$ cat config.mk
export PLATFORM = sky130hd
export DESIGN_NAME = radio_reg_bridge
export DESIGN_NICKNAME = d
export VERILOG_FILES = /design/src/rtl/radio_reg_pkg.sv /design/src/rtl/reg_ptr.sv /design/src/rtl/ctl_bank.sv /design/src/rtl/stat_bank.sv /design/src/rtl/radio_reg_bridge.sv
export SDC_FILE = /design/constraint.sdc
export NUM_CORES = 1
export LEC_CHECK = 0
export BUFFER_PORTS_ARGS = -buffer_cell sky130_fd_sc_hd__clkbuf_2
export CAP_MARGIN = 20
export CORE_MARGIN = 2
export CORE_UTILIZATION = 50
export CTS_BUF_LIST = sky130_fd_sc_hd__clkbuf_4
export CTS_CLUSTER_SIZE = 28
export DETAILED_ROUTE_END_ITERATION = 8
export HOLD_SLACK_MARGIN = 0.03
export PLACE_DENSITY = 0.7
export SLEW_MARGIN = 20
export SYNTH_ARGS = -nofsm -noshare
export SYNTH_HDL_FRONTEND = slang
export SYNTH_SLANG_ARGS = --single-unit
$ cat constraint.sdc
create_clock -name clk -period 9.5 [get_ports clk]
set_input_delay 1.9 -clock clk [delete_from_list [all_inputs] [get_ports clk]]
set_output_delay 1.9 -clock clk [all_outputs]
set_load 0.01 [all_outputs]
$ cat src/rtl/radio_reg_pkg.sv
package radio_reg_pkg;
  localparam int BYTE_W    = 8;
  localparam int CTL_REGS  = 3;
  localparam int STAT_REGS = 7;
  localparam int BLK_W     = 16;

  typedef logic [BYTE_W-1:0] byte_t;

  typedef struct packed {
    logic [BLK_W-1:0] word;
    byte_t            stat;
    byte_t            err;
    byte_t            qual;
  } blk_evt_t;

  // Field order matches control byte 0, bit 7 down to bit 0.
  typedef struct packed {
    logic       qm_cont;
    logic       qm_trig;
    logic       sync_rst;
    logic [1:0] ecc;
    logic       rbds;
    logic [1:0] proto;
  } mode_t;
endpackage

$ cat src/rtl/reg_ptr.sv
module reg_ptr #(
  parameter int DEPTH = 3,
  localparam int IDX_W = (DEPTH > 1) ? $clog2(DEPTH) : 1
) (
  input  logic             clk,
  input  logic             rst_n,
  input  logic             clr_i,
  input  logic             step_i,
  output logic [IDX_W-1:0] ptr_o
);
  localparam logic [IDX_W-1:0] LAST = IDX_W'(DEPTH - 1);

  logic [IDX_W-1:0] ptr_q, ptr_d;

  always_comb begin
    ptr_d = ptr_q;
    if (clr_i)
      ptr_d = '0;
    else if (step_i && (ptr_q != LAST))
      ptr_d = ptr_q + IDX_W'(1);
  end

  always_ff @(posedge clk or negedge rst_n) begin
    if (!rst_n) ptr_q <= '0;
    else        ptr_q <= ptr_d;
  end

  assign ptr_o = ptr_q;


  ptr_hold_chk: assert property (@(posedge clk) disable iff (!rst_n)
    (step_i && !clr_i && ptr_q == LAST) |=> (ptr_q == LAST));


  ptr_step_chk: assert property (@(posedge clk) disable iff (!rst_n)
    (step_i && !clr_i && ptr_q != LAST) |=> (ptr_q == $past(ptr_q) + IDX_W'(1)));
endmodule

$ cat src/rtl/ctl_bank.sv
module ctl_bank
  import radio_reg_pkg::*;
#(
  parameter int N = CTL_REGS,
  localparam int IDX_W = $clog2(N)
) (
  input  logic                      clk,
  input  logic                      rst_n,
  input  logic                      wr_i,
  input  logic [IDX_W-1:0]          wr_idx_i,
  input  byte_t                     wdata_i,
  input  logic                      cap_i,
  output mode_t                     mode_o,
  output logic                      trig_o,
  output logic                      restart_o,
  output logic [N-2:0][BYTE_W-1:0]  aux_o
);
  localparam int TRIG_BIT = 6;
  localparam int RST_BIT  = 5;

  logic [N-1:0][BYTE_W-1:0] pend_q, pend_d;
  logic [N-2:0][BYTE_W-1:0] aux_q, aux_d;
  mode_t mode_q, mode_d;
  logic  trig_q, trig_d, rst_q, rst_d;
  logic  wr0;

  assign wr0 = wr_i && (wr_idx_i == '0);

  for (genvar g = 0; g < N; g++) begin : g_pend
    if (g == 0) begin : g_b0
      always_comb begin
        pend_d[g] = pend_q[g];
        if (wr0)
          pend_d[g] = wdata_i;
        else if (cap_i) begin
          pend_d[g][TRIG_BIT] = 1'b0;
          pend_d[g][RST_BIT]  = 1'b0;
        end
      end
    end else begin : g_bn
      always_comb begin
        pend_d[g] = pend_q[g];
        if (wr_i && (wr_idx_i == IDX_W'(g)))
          pend_d[g] = wdata_i;
      end
      always_comb aux_d[g-1] = cap_i ? pend_q[g] : aux_q[g-1];
    end
  end

  always_comb begin
    mode_d = mode_q;
    trig_d = 1'b0;
    rst_d  = 1'b0;
    if (cap_i) begin
      mode_d          = mode_t'(pend_q[0]);
      mode_d.qm_trig  = 1'b0;
      mode_d.sync_rst = 1'b0;
      trig_d          = pend_q[0][TRIG_BIT];
      rst_d           = pend_q[0][RST_BIT];
    end
  end

  always_ff @(posedge clk or negedge rst_n) begin
    if (!rst_n) begin
      pend_q <= '0;
      aux_q  <= '0;
      mode_q <= '0;
      trig_q <= 1'b0;
      rst_q  <= 1'b0;
    end else begin
      pend_q <= pend_d;
      aux_q  <= aux_d;
      mode_q <= mode_d;
      trig_q <= trig_d;
      rst_q  <= rst_d;
    end
  end

  assign mode_o    = mode_q;
  assign trig_o    = trig_q;
  assign restart_o = rst_q;
  assign aux_o     = aux_q;


  trig_selfclear_chk: assert property (@(posedge clk) disable iff (!rst_n)
    (cap_i && !wr0) |=> (!pend_q[0][TRIG_BIT] && !pend_q[0][RST_BIT]));


  ctl_hold_chk: assert property (@(posedge clk) disable iff (!rst_n)
    !cap_i |=> ($stable(mode_q) && $stable(aux_q)));
endmodule

$ cat src/rtl/stat_bank.sv
module stat_bank
  import radio_reg_pkg::*;
#(
  parameter int N = STAT_REGS,
  localparam int IDX_W = $clog2(N)
) (
  input  logic             clk,
  input  logic             rst_n,
  input  logic             rd_start_i,
  input  logic             stop_i,
  input  logic             evt_i,
  input  blk_evt_t         evt_data_i,
  input  logic             rd_i,
  input  logic [IDX_W-1:0] rd_idx_i,
  output byte_t            rdata_o,
  output logic             apply_o
);
  logic     rd_act_q, rd_act_d;
  logic     hold_vld_q, hold_vld_d;
  blk_evt_t hold_q, hold_d;
  blk_evt_t src;
  logic     apply;

  logic [BLK_W-1:0] last_q, last_d, prev_q, prev_d;
  byte_t dec_q, dec_d, err_q, err_d, qual_q, qual_d;
  byte_t rdata_q, rdata_d;
  byte_t view [N];

  always_comb begin
    rd_act_d = rd_act_q;
    if (stop_i)          rd_act_d = 1'b0;
    else if (rd_start_i) rd_act_d = 1'b1;
  end

  // Direct events win over a held one; a held one waits for the read to end.
  always_comb begin
    apply      = 1'b0;
    src        = evt_data_i;
    hold_d     = hold_q;
    hold_vld_d = hold_vld_q;
    if (evt_i && rd_act_q) begin
      hold_d     = evt_data_i;
      hold_vld_d = 1'b1;
    end else if (evt_i) begin
      apply      = 1'b1;
      hold_vld_d = 1'b0;
    end else if (hold_vld_q && !rd_act_q) begin
      apply      = 1'b1;
      src        = hold_q;
      hold_vld_d = 1'b0;
    end
  end

  always_comb begin
    last_d = last_q;
    prev_d = prev_q;
    dec_d  = dec_q;
    err_d  = err_q;
    qual_d = qual_q;
    if (apply) begin
      prev_d = last_q;
      last_d = src.word;
      dec_d  = src.stat;
      err_d  = src.err;
      qual_d = src.qual;
    end
  end

  always_comb begin
    view[0] = dec_q;
    view[1] = last_q[15:8];
    view[2] = last_q[7:0];
    view[3] = prev_q[15:8];
    view[4] = prev_q[7:0];
    view[5] = err_q;
    view[6] = qual_q;
    rdata_d = rd_i ? view[rd_idx_i] : rdata_q;
  end

  always_ff @(posedge clk or negedge rst_n) begin
    if (!rst_n) begin
      rd_act_q   <= 1'b0;
      hold_vld_q <= 1'b0;
      hold_q     <= '0;
      last_q     <= '0;
      prev_q     <= '0;
      dec_q      <= '0;
      err_q      <= '0;
      qual_q     <= '0;
      rdata_q    <= '0;
    end else begin
      rd_act_q   <= rd_act_d;
      hold_vld_q <= hold_vld_d;
      hold_q     <= hold_d;
      last_q     <= last_d;
      prev_q     <= prev_d;
      dec_q      <= dec_d;
      err_q      <= err_d;
      qual_q     <= qual_d;
      rdata_q    <= rdata_d;
    end
  end

  assign rdata_o = rdata_q;
  assign apply_o = apply;


  shift_prev_chk: assert property (@(posedge clk) disable iff (!rst_n)
    apply |=> (prev_q == $past(last_q)));


  snapshot_chk: assert property (@(posedge clk) disable iff (!rst_n)
    rd_act_q |=> ($stable(last_q) && $stable(dec_q) && $stable(qual_q)));


  no_apply_in_read_chk: assert property (@(posedge clk) disable iff (!rst_n)
    rd_act_q |-> !apply);
endmodule

$ cat src/rtl/radio_reg_bridge.sv
module radio_reg_bridge
  import radio_reg_pkg::*;
(
  input  logic        clk,
  input  logic        rst_n,
  input  logic        host_start_i,
  input  logic        host_rd_dir_i,
  input  logic        host_stop_i,
  input  logic        host_wr_i,
  input  logic [7:0]  host_wdata_i,
  input  logic        host_rd_i,
  output logic [7:0]  host_rdata_o,
  input  logic        blk_evt_i,
  input  logic [15:0] blk_word_i,
  input  logic [7:0]  blk_stat_i,
  input  logic [7:0]  blk_err_i,
  input  logic [7:0]  blk_qual_i,
  output logic        qm_cont_o,
  output logic        qm_trig_o,
  output logic        sync_restart_o,
  output logic [1:0]  ecc_mode_o,
  output logic        rbds_sel_o,
  output logic [1:0]  out_proto_o,
  output logic [7:0]  pause_fly_o,
  output logic [7:0]  timing_sens_o
);
  localparam int WIDX_W = $clog2(CTL_REGS);
  localparam int RIDX_W = $clog2(STAT_REGS);

  logic [1:0] rst_sync_q;
  logic       rst_s_n;

  // Asynchronous assertion, synchronous release.
  always_ff @(posedge clk or negedge rst_n) begin
    if (!rst_n) rst_sync_q <= 2'b00;
    else        rst_sync_q <= {rst_sync_q[0], 1'b1};
  end
  assign rst_s_n = rst_sync_q[1];

  logic [WIDX_W-1:0] wr_idx;
  logic [RIDX_W-1:0] rd_idx;
  logic              wr_start, rd_start, apply;
  blk_evt_t          evt_data;
  mode_t             mode;
  logic [CTL_REGS-2:0][BYTE_W-1:0] aux;

  assign wr_start = host_start_i && !host_rd_dir_i;
  assign rd_start = host_start_i &&  host_rd_dir_i;
  assign evt_data = '{word: blk_word_i, stat: blk_stat_i, err: blk_err_i, qual: blk_qual_i};

  reg_ptr #(.DEPTH(CTL_REGS)) u_wptr (
    .clk(clk), .rst_n(rst_s_n), .clr_i(wr_start), .step_i(host_wr_i), .ptr_o(wr_idx));

  reg_ptr #(.DEPTH(STAT_REGS)) u_rptr (
    .clk(clk), .rst_n(rst_s_n), .clr_i(rd_start), .step_i(host_rd_i), .ptr_o(rd_idx));

  ctl_bank #(.N(CTL_REGS)) u_ctl (
    .clk(clk), .rst_n(rst_s_n), .wr_i(host_wr_i), .wr_idx_i(wr_idx),
    .wdata_i(host_wdata_i), .cap_i(apply), .mode_o(mode),
    .trig_o(qm_trig_o), .restart_o(sync_restart_o), .aux_o(aux));

  stat_bank #(.N(STAT_REGS)) u_stat (
    .clk(clk), .rst_n(rst_s_n), .rd_start_i(rd_start), .stop_i(host_stop_i),
    .evt_i(blk_evt_i), .evt_data_i(evt_data), .rd_i(host_rd_i), .rd_idx_i(rd_idx),
    .rdata_o(host_rdata_o), .apply_o(apply));

  assign qm_cont_o     = mode.qm_cont;
  assign ecc_mode_o    = mode.ecc;
  assign rbds_sel_o    = mode.rbds;
  assign out_proto_o   = mode.proto;
  assign pause_fly_o   = aux[0];
  assign timing_sens_o = aux[1];


  pulse_source_chk: assert property (@(posedge clk) disable iff (!rst_s_n)
    (qm_trig_o || sync_restart_o) |-> $past(apply));


  ctl_change_chk: assert property (@(posedge clk) disable iff (!rst_s_n)
    !$stable(pause_fly_o) |-> $past(apply));


  reset_rdata_chk: assert property (@(posedge clk)
    (!rst_s_n) |-> (host_rdata_o == 8'h00 && !qm_trig_o));
endmodule

### Word-level counts from Yosys, hierarchy flattened

Index checks and enable logic that the tools add are counted.

* bits in writable memories: 0
* memories kept: 0
* flip-flop bits (word level): 161
* logic and storage cells: 74
* bits in read-only memories: 0
* bits of input ports: 56
* bits in latches: 0

* equality and inequality tests: 4
* shift-type cells: 0
* multiply operators: 0
* bitwise logic cells: 1
* order comparisons: 1
* reduce and logical (&&, ||, !) cells: 17
* multiplexer cells: 22
* $add $sub $neg: 2
* div/mod/pow operators: 0

Operators by type and width (count)
* $mux W40: 3
* $bmux W8 S3: 1
* $mux W8: 2
* $mux W1: 10
* $logic_and A1 B1 Y1: 9
* $mux W2: 4
* $reduce_bool A2 Y1: 4
* $mux W3: 2
* $ge A4 B4 Y1 const B: 1
* $not A3 Y4: 1
* $add A3 B1 Y3 const B: 1
* $ne A3 B3 Y1 const B: 1
* $reduce_bool A3 Y1: 1
* $add A2 B1 Y2 const B: 1
* $eq A2 B1 Y1 const B: 1
* $eq A2 B2 Y1 const B: 1
* $logic_not A1 Y1: 2
* $logic_not A2 Y1: 1
* $ne A2 B2 Y1 const B: 1

### Logic depth before layout (Yosys ltp)

Gate-level depths: netlist of run 1.

* word-level depth: 7
* gate-level depth with buffers: 5
* gate-level depth less buffers: 5

### Modules after synthesis

Synthesis of run 1 repeated with hierarchy kept, for this count alone.

* cells, all modules: 516
* area, all modules: 7021.7 um^2

Modules (own cells, without submodules)
* stat_bank: area an instance 4804.6 um^2, cells each 377, times used 1
* ctl_bank: area an instance 1819.2 um^2, cells each 107, times used 1
* reg_ptr (u_rptr): area an instance 197.7 um^2, cells each 16, times used 1
* reg_ptr (u_wptr): area an instance 130.1 um^2, cells each 11, times used 1
* radio_reg_bridge: area an instance 70.1 um^2, cells each 5, times used 1

### Worst setup path before layout of run 1

No wires, ideal clock.

* kind: in2reg
* start point: in blk_evt_i
* end point: reg u_ctl.aux_q (netlist bit u_ctl.aux_o[10])
* cell stages on the path: 4
* arrival: 2.700 ns
* required time: 9.375 ns
* setup time: 0.125 ns
* buffers on the path: 2
* setup slack: 6.675 ns
* cells stage by stage: o21bai_2 > buf_6 > buf_6 > mux2_2

* longest elaborated chain between the ends: 2
* elaborated cells between the ends (all ways): 3
* classes of those cells: mux (2); reduce/logical (1)

RTL lines
* start: declaration: line radio_reg_bridge.sv:13 `input logic blk_evt_i,`
* $mux W1 or $logic_and A1 B1 Y1 (tied branches): line stat_bank.sv:44, stat_bank.sv:41
* $mux W1 (*): line stat_bank.sv:41 `if (evt_i && rd_act_q) begin`
* end signal: assignment: line ctl_bank.sv:72 `aux_q <= aux_d;`
* end: declaration: line ctl_bank.sv:22 `logic [N-2:0][BYTE_W-1:0] aux_q, aux_d;`

Mark *: on every way between the ends. The rest lies on a longest branch, timed or not.
A chain may end at the register's enable or synchronous reset.

### Worst setup path in the final report of run 1

* start point: in blk_evt_i
* end point: reg u_stat.prev_q[6]

* longest elaborated chain between the ends: 2
* elaborated cells between the ends (all ways): 3
* classes of those cells: mux (2); reduce/logical (1)

RTL lines
* $mux W1 or $logic_and A1 B1 Y1 (tied branches): line stat_bank.sv:44, stat_bank.sv:41
* $mux W1 (*): line stat_bank.sv:41
* end signal: assignment: line stat_bank.sv:96 `prev_q <= prev_d;`
* end: declaration: line stat_bank.sv:24 `logic [BLK_W-1:0] last_q, last_d, prev_q, prev_d;`

Marks and branches as above.

==> results.sh, run 1 <==
export IMPL_grt_pass1_vias=4136
export IMPL_worstSetupEndpointType="flop"
export IMPL_firstDrtPassIters=4
export IMPL_hp_class="reg -> reg"
export IMPL_numCtsBuffers=17
export IMPL_num_rows=42
export IMPL_via_per_inst=5.414
export IMPL_ys_types=29
export IMPL_nFillCells=1135
export IMPL_routedWlPerCell_um=16.36
export IMPL_synth_top_area_share_pct=58.41
export IMPL_outcome="completed"
export IMPL_yosysMostFrequentCell="dfrtp_1"
export IMPL_insertion_delay_ns=0.55
export IMPL_critical_path_buf_inv_count=2
export IMPL_synth_async_reset_ratio_pct=100.0
export IMPL_synthesis_nets=575
export IMPL_crit_family="buffers and inverters"
export IMPL_core_area_mm2=0.01335
export IMPL_slowest_stage="buf_4"
export IMPL_power_density_mw_per_mm2=253.7
export IMPL_path_clk_slew_ns=0.12
export IMPL_routabilityCongestion=0.7774
export IMPL_dp_hpwl_mm=8.733
export IMPL_yosysTopAreaCell="dfrtp_1"
export IMPL_hold_buffers=0
export IMPL_slew_headroom_pct=41.44
export IMPL_skew_ns=0.01506
export IMPL_min_period_ns=3.100
export IMPL_start_util_pct=51.68
export IMPL_yosys_top_cells_count="161 x dfrtp_1, 124 x mux2_2, 47 x nand2_1"
export IMPL_finalNetCount=656
export IMPL_overflow=0
export IMPL_vias=4250
export IMPL_p_leak_nw=3.421
export IMPL_initialDrtViolationCount=191
export IMPL_wl_mm=12.84
export IMPL_die_w_um=121.5
export IMPL_grt_usage_pct=18.79
export IMPL_drv_slew=0
export IMPL_cp_max_fo=76
export IMPL_cts_setup_buffers=0
export IMPL_post_route_period_util_pct=32.63
export IMPL_antenna_found_initial=1
export IMPL_drv_cap=0
export IMPL_hold_viol_final=0
export IMPL_die_area_mm2=0.01475
export IMPL_synthTopCellsByArea="dfrtp_1 58%, mux2_2 20%, mux2i_1 6.1%"
export IMPL_cts_path_max_buffers=2
export IMPL_cts_resized=0
export IMPL_yosys_warnings=0
export IMPL_syn_area_mm2=0.006898
export IMPL_crit_path_cell_trace="clkbuf_2 > o21bai_4 > buf_4 > mux2_2"
export IMPL_final_area_mm2=0.007674
export IMPL_tns_ns=0
export IMPL_area_delta_synth_final_pct=11.25
export IMPL_postRouteAntennaNets=0
export IMPL_crit_path_max_incr_delay_ns=0.68
export IMPL_cp_required_ns=9.94
export IMPL_tightestPinTransition_ns=0.8784
export IMPL_cts_tree="done"
export IMPL_synth_seq_area_share_pct=58.41
export IMPL_postSynthAreaPerCell_um2=13.42
export IMPL_critical_path_class="in -> reg"
export IMPL_h_tree_depth=4
export IMPL_cts_root_buffer_cell="clkbuf_4"
export IMPL_finalSetupViolations=0
export IMPL_grt_max_degree=91
export IMPL_crit_path_start_kind="input pin"
export IMPL_rsz0062_at_grt="no"
export IMPL_synth_cells=514
export IMPL_grt_pass1_wl_mm=21.05
export IMPL_clkSinkCount=161
export IMPL_critical_path_arrival_ns=3.53
export IMPL_drive_above_1_share_pct=41.28
export IMPL_synth_seq_cells=161
export IMPL_placed_cell_area_mm2=0.007388
export IMPL_utilization_pct=57.49
export IMPL_synth_edf_count=0
export IMPL_boundaryPins=88
export IMPL_die_h_um=121.5
export IMPL_synth_flop_cell="dfrtp_1"
export IMPL_fmax_mhz=322.6
export IMPL_ir_drop_mv=0.08777
export IMPL_io_buffers=87
export IMPL_drc=0
[power by group]
part           leakage [nW]  total, mW  switching, mW  internal [mW]
Clock                 0.146      0.379          0.226          0.153
Combinational          1.34      0.529          0.236          0.293
Sequential             1.94       1.04          0.146          0.894
Total                  3.42       1.95          0.607           1.34
[placed cells by master, fill, tap and decap left out, drive strengths merged]
cell	count
nor2	13
a21oi	4
and4b	1
inv	5
conb	1
or2	1
o21ai	40
nand2	47
clkinv	11
ha	5
a221oi	8
xnor2	2
clkinvlp	2
diode	1
a211oi	9
clkbuf	105
nand2b	1
o21bai	1
nor3b	1
mux2i	42
o22ai	8
dfrtp	161
bufinv	2
buf	5
nand3	4
nor2b	3
a21boi	1
o21a	1
mux2	124
[sequential cells by signal, indices dropped and copies added (netlist names)]
register,count
u_stat.hold_q,40
u_ctl.pend_q,24
u_ctl.aux_o,16
u_stat.last_q,16
u_stat.prev_q,16
u_stat.dec_q,8
u_stat.err_q,8
u_stat.qual_q,8
u_stat.rdata_o,8
u_ctl.mode_o,6
u_rptr.ptr_o,3
rst_sync_q,2
u_wptr.ptr_o,2
u_ctl.restart_o,1
u_ctl.trig_o,1
u_stat.hold_vld_q,1
u_stat.rd_act_q,1
[cell families (layout without fill, tap and decap cells)]
logic type	after synthesis	after routing	share of synthesized area, %
AO/OA/AOI/OAI	72	72	6.294
XOR/XNOR	2	2	0.2540
adder cells (fa/ha/maj)	5	5	0.9069
buffers and inverters	36	130	3.319
flip-flops	161	161	58.41
multiplexers	166	166	26.34
other	1	2	0.05436
AND/OR/NAND/NOR	71	71	4.426
[area by class of cell]
| class | instances | area, um^2 | share of cell area [%] |
|---|---|---|---|
| Clock buffer | 18 | 135.1 | 1.761 |
| Clock inverter | 14 | 122.6 | 1.598 |
| Inverter | 6 | 22.52 | 0.2935 |
| Timing Repair Buffer | 92 | 489.2 | 6.375 |
| Antenna cell | 1 | 2.502 | 0.03261 |
| Sequential cell | 161 | 4034 | 52.57 |
| Tap cell | 176 | 220.2 | 2.870 |
| Multi-Input combinational cell | 317 | 2648 | 34.50 |
[metrics by stage]
step                      instances  hold WS, ns  setup slack, ns  total power [mW]
after floorplan                 514       0.3312            4.682             1.413
after global placement          751       0.3387            5.280             1.561
after detailed placement        751       0.3347            5.243             1.589
after CTS                       783       0.3633            5.876             1.969
after global routing            785       0.3696            6.365             2.073
final                           785       0.3602            6.400             1.947
[routing by layer]
layer	vias up	wire [um]	track usage [%]
met2	80	5989	27.77
li1	1993	-	-
met5	-	0	0
met1	2156	5994	26.18
met3	21	631	5.733
met4	0	223	7.184
[worst paths after layout]
path	slack [ns]	end	start	cells after the start
worst max-delay path	6.40	u_stat.prev_q[6]	blk_evt_i	4
worst min-delay path	0.36	rst_sync_q[1]	rst_sync_q[0]	0
worst max register to register	7.48	u_stat.prev_q[6]	u_stat.hold_vld_q	3
worst min register to register	0.36	rst_sync_q[1]	rst_sync_q[0]	0
max in group asynchronous	7.74	u_stat.prev_q[6]	rst_sync_q[1]	1
min in group asynchronous	0.47	u_stat.hold_q[16]	rst_sync_q[1]	0
Power figures use the tool's default switching activity.
==> run 2, diff against run 1 <==
- PLACE_DENSITY: 0.7 -> 0.73
- clock period: 9.5 -> 2.6 ns (I/O delays scaled with it)
==> run 2 against run 1 <==
Net effect: final cell count rose by 0.51%; design area rose by 1.6%; highest routed layer unchanged; setup slack got worse by 5.6 ns; clock skew barely moved; clock-buffer cell count rose by 2; clock power rose to 4.2 times the previous value; sequential power rose to 3.7 times the previous value; global-route usage rose by 0.82 points; register-to-register slack got worse by 6.7 ns; die area did not move; sequential cell count did not move; non-clock buffer count rose by 4.
==> results.sh, run 2 (same netlist as run 1, synthesis figures left out) <==
export IMPL_insertion_delay_ns=0.56
export IMPL_critical_path_arrival_ns=2.24
export IMPL_placed_cell_area_mm2=0.007468
export IMPL_outcome="completed"
export IMPL_h_tree_depth=4
export IMPL_hold_ws_ns=0.1024
export IMPL_cts_root_buffer_cell="clkbuf_4"
export IMPL_drc=0
export IMPL_p_leak_nw=3.479
export IMPL_regMostFlops="u_stat.hold_q"
export IMPL_die_w_um=121.5
export IMPL_finalSetupViolations=0
export IMPL_clkSinkCount=161
export IMPL_worstSetupEndpointType="flop"
export IMPL_largest_reg_flops=40
export IMPL_numCtsBuffers=17
export IMPL_initialDrtViolationCount=277
export IMPL_wl_mm=13.22
export IMPL_vias=4254
export IMPL_met2_length_mm=6.290
export IMPL_top_layer_used="met4"
export IMPL_crit_path_start_kind="flop"
export IMPL_dp_cells=755
export IMPL_final_area_mm2=0.007797
export IMPL_tns_ns=0
export IMPL_cts_setup_buffers=0
export IMPL_pre_cts_ws_ns=0.5179
export IMPL_ir_drop_mv=0.4267
export IMPL_overflow=0
export IMPL_io_buffers=87
export IMPL_core_area_mm2=0.01335
export IMPL_die_area_mm2=0.01475
export IMPL_rsz0062_at_grt="no"
export IMPL_fin_ws_ns=0.8082
export IMPL_power_mw=7.343
export IMPL_final_common_cell="dfrtp_1"
export IMPL_grt_usage_pct=19.61
export IMPL_routabilityCongestion=0.8164
export IMPL_fmax_mhz=558.1
export IMPL_via_per_inst=5.392
export IMPL_met1_length_mm=6.062
export IMPL_cp_max_fo=9
export IMPL_top_regs="u_stat.hold_q: 40 flops, u_ctl.pend_q: 24 flops"
export IMPL_boundaryPins=88
export IMPL_start_util_pct=51.68
export IMPL_antenna_found_initial=1
export IMPL_wl_met3_um=611
export IMPL_power_density_mw_per_mm2=941.8
export IMPL_firstDrtPassIters=5
export IMPL_routedWlPerCell_um=16.76
export IMPL_skew_ns=0.01554
export IMPL_die_h_um=121.5
export IMPL_utilization_pct=58.42
export IMPL_cp_required_ns=3.05
export IMPL_post_route_period_util_pct=68.92
export IMPL_instances_no_fill=789
export IMPL_cts_resized=0
export IMPL_critical_path_class="reg -> reg"
export IMPL_area_delta_synth_final_pct=13.04
export IMPL_cts_tree="done"
export IMPL_grt_pass1_wl_mm=22.02
export IMPL_grt_pass1_vias=4400
export IMPL_finalNetCount=660
export IMPL_num_rows=42
export IMPL_final_cell_mix="159 x dfrtp_1, 124 x mux2_2, 87 x clkbuf_2"
export IMPL_drv_cap=0
export IMPL_hp_class="in -> reg"
export IMPL_slew_headroom_pct=51.08
export IMPL_drv_slew=0
export IMPL_tightestPinTransition_ns=0.7338
export IMPL_hold_viol_final=0
export IMPL_grt_max_degree=97
export IMPL_min_period_ns=1.792
export IMPL_postRouteAntennaNets=0
export IMPL_cts_path_max_buffers=2
export IMPL_path_clk_slew_ns=0.12
export IMPL_drive_above_1_share_pct=41.67
export IMPL_dp_hpwl_mm=9.298
[run 2: cell types whose count changed in the layout (fill, tap and decap cells not counted), moves of 2 or more]
cell,change
clkbuf_4,+2
clkinv_2,-3
bufinv_16,+2
buf_12,+3
[run 2: worst paths after layout]
kind	start	end	slack [ns]	cells past startpoint
setup / recovery	u_rptr.ptr_o[0]	u_rptr.ptr_o[1]	0.81	5
hold / removal	host_stop_i	u_stat.rd_act_q	0.10	2
setup reg to reg	u_rptr.ptr_o[0]	u_rptr.ptr_o[1]	0.81	5
hold reg to reg	rst_sync_q[0]	rst_sync_q[1]	0.36	0
max in group asynchronous	rst_sync_q[1]	u_stat.last_q[1]	1.49	1
min in group asynchronous	rst_n	rst_sync_q[1]	0.27	2
[run 2: area by class of cell]
class                   instances  area (um^2)
clock buffers                  20        150.1
flip-flops and latches        161         4034
fillers                      1095         5550
repair buffers                 96        555.5
diodes                          1        2.502
clock inverters                12        165.2
inverters                       6        22.52
multi-input cells             317         2648
well taps                     176        220.2
[run 2: per-layer routing]
layer	vias to the layer above	GRT usage (%)
met3	19	4.652
met1	2139	26.82
met2	99	30.09
li1	1997	-
met5	-	0
met4	0	8.405
[run 2: worst max-delay path, cell delays in order (launching register included)]
cell and delay (ns):
dfrtp_1 0.46, clkinv_1 0.30, ha_1 0.31, a21boi_0 0.32, mux2i_1 0.23, a21oi_1 0.06
[run 2: repair_timing]
action | in CTS | in global routing
endpoints found under the hold margin | 2 | 0
hold buffers | 1 | 0
endpoints found under the setup margin | 0 | 0
[run 2: where the power goes]
part | switching, mW | internal [mW] | leakage, nW
sequential | 0.545 | 3.27 | 1.94
combinational | 0.855 | 1.08 | 1.37
clock | 0.814 | 0.785 | 0.174
total | 2.21 | 5.13 | 3.48
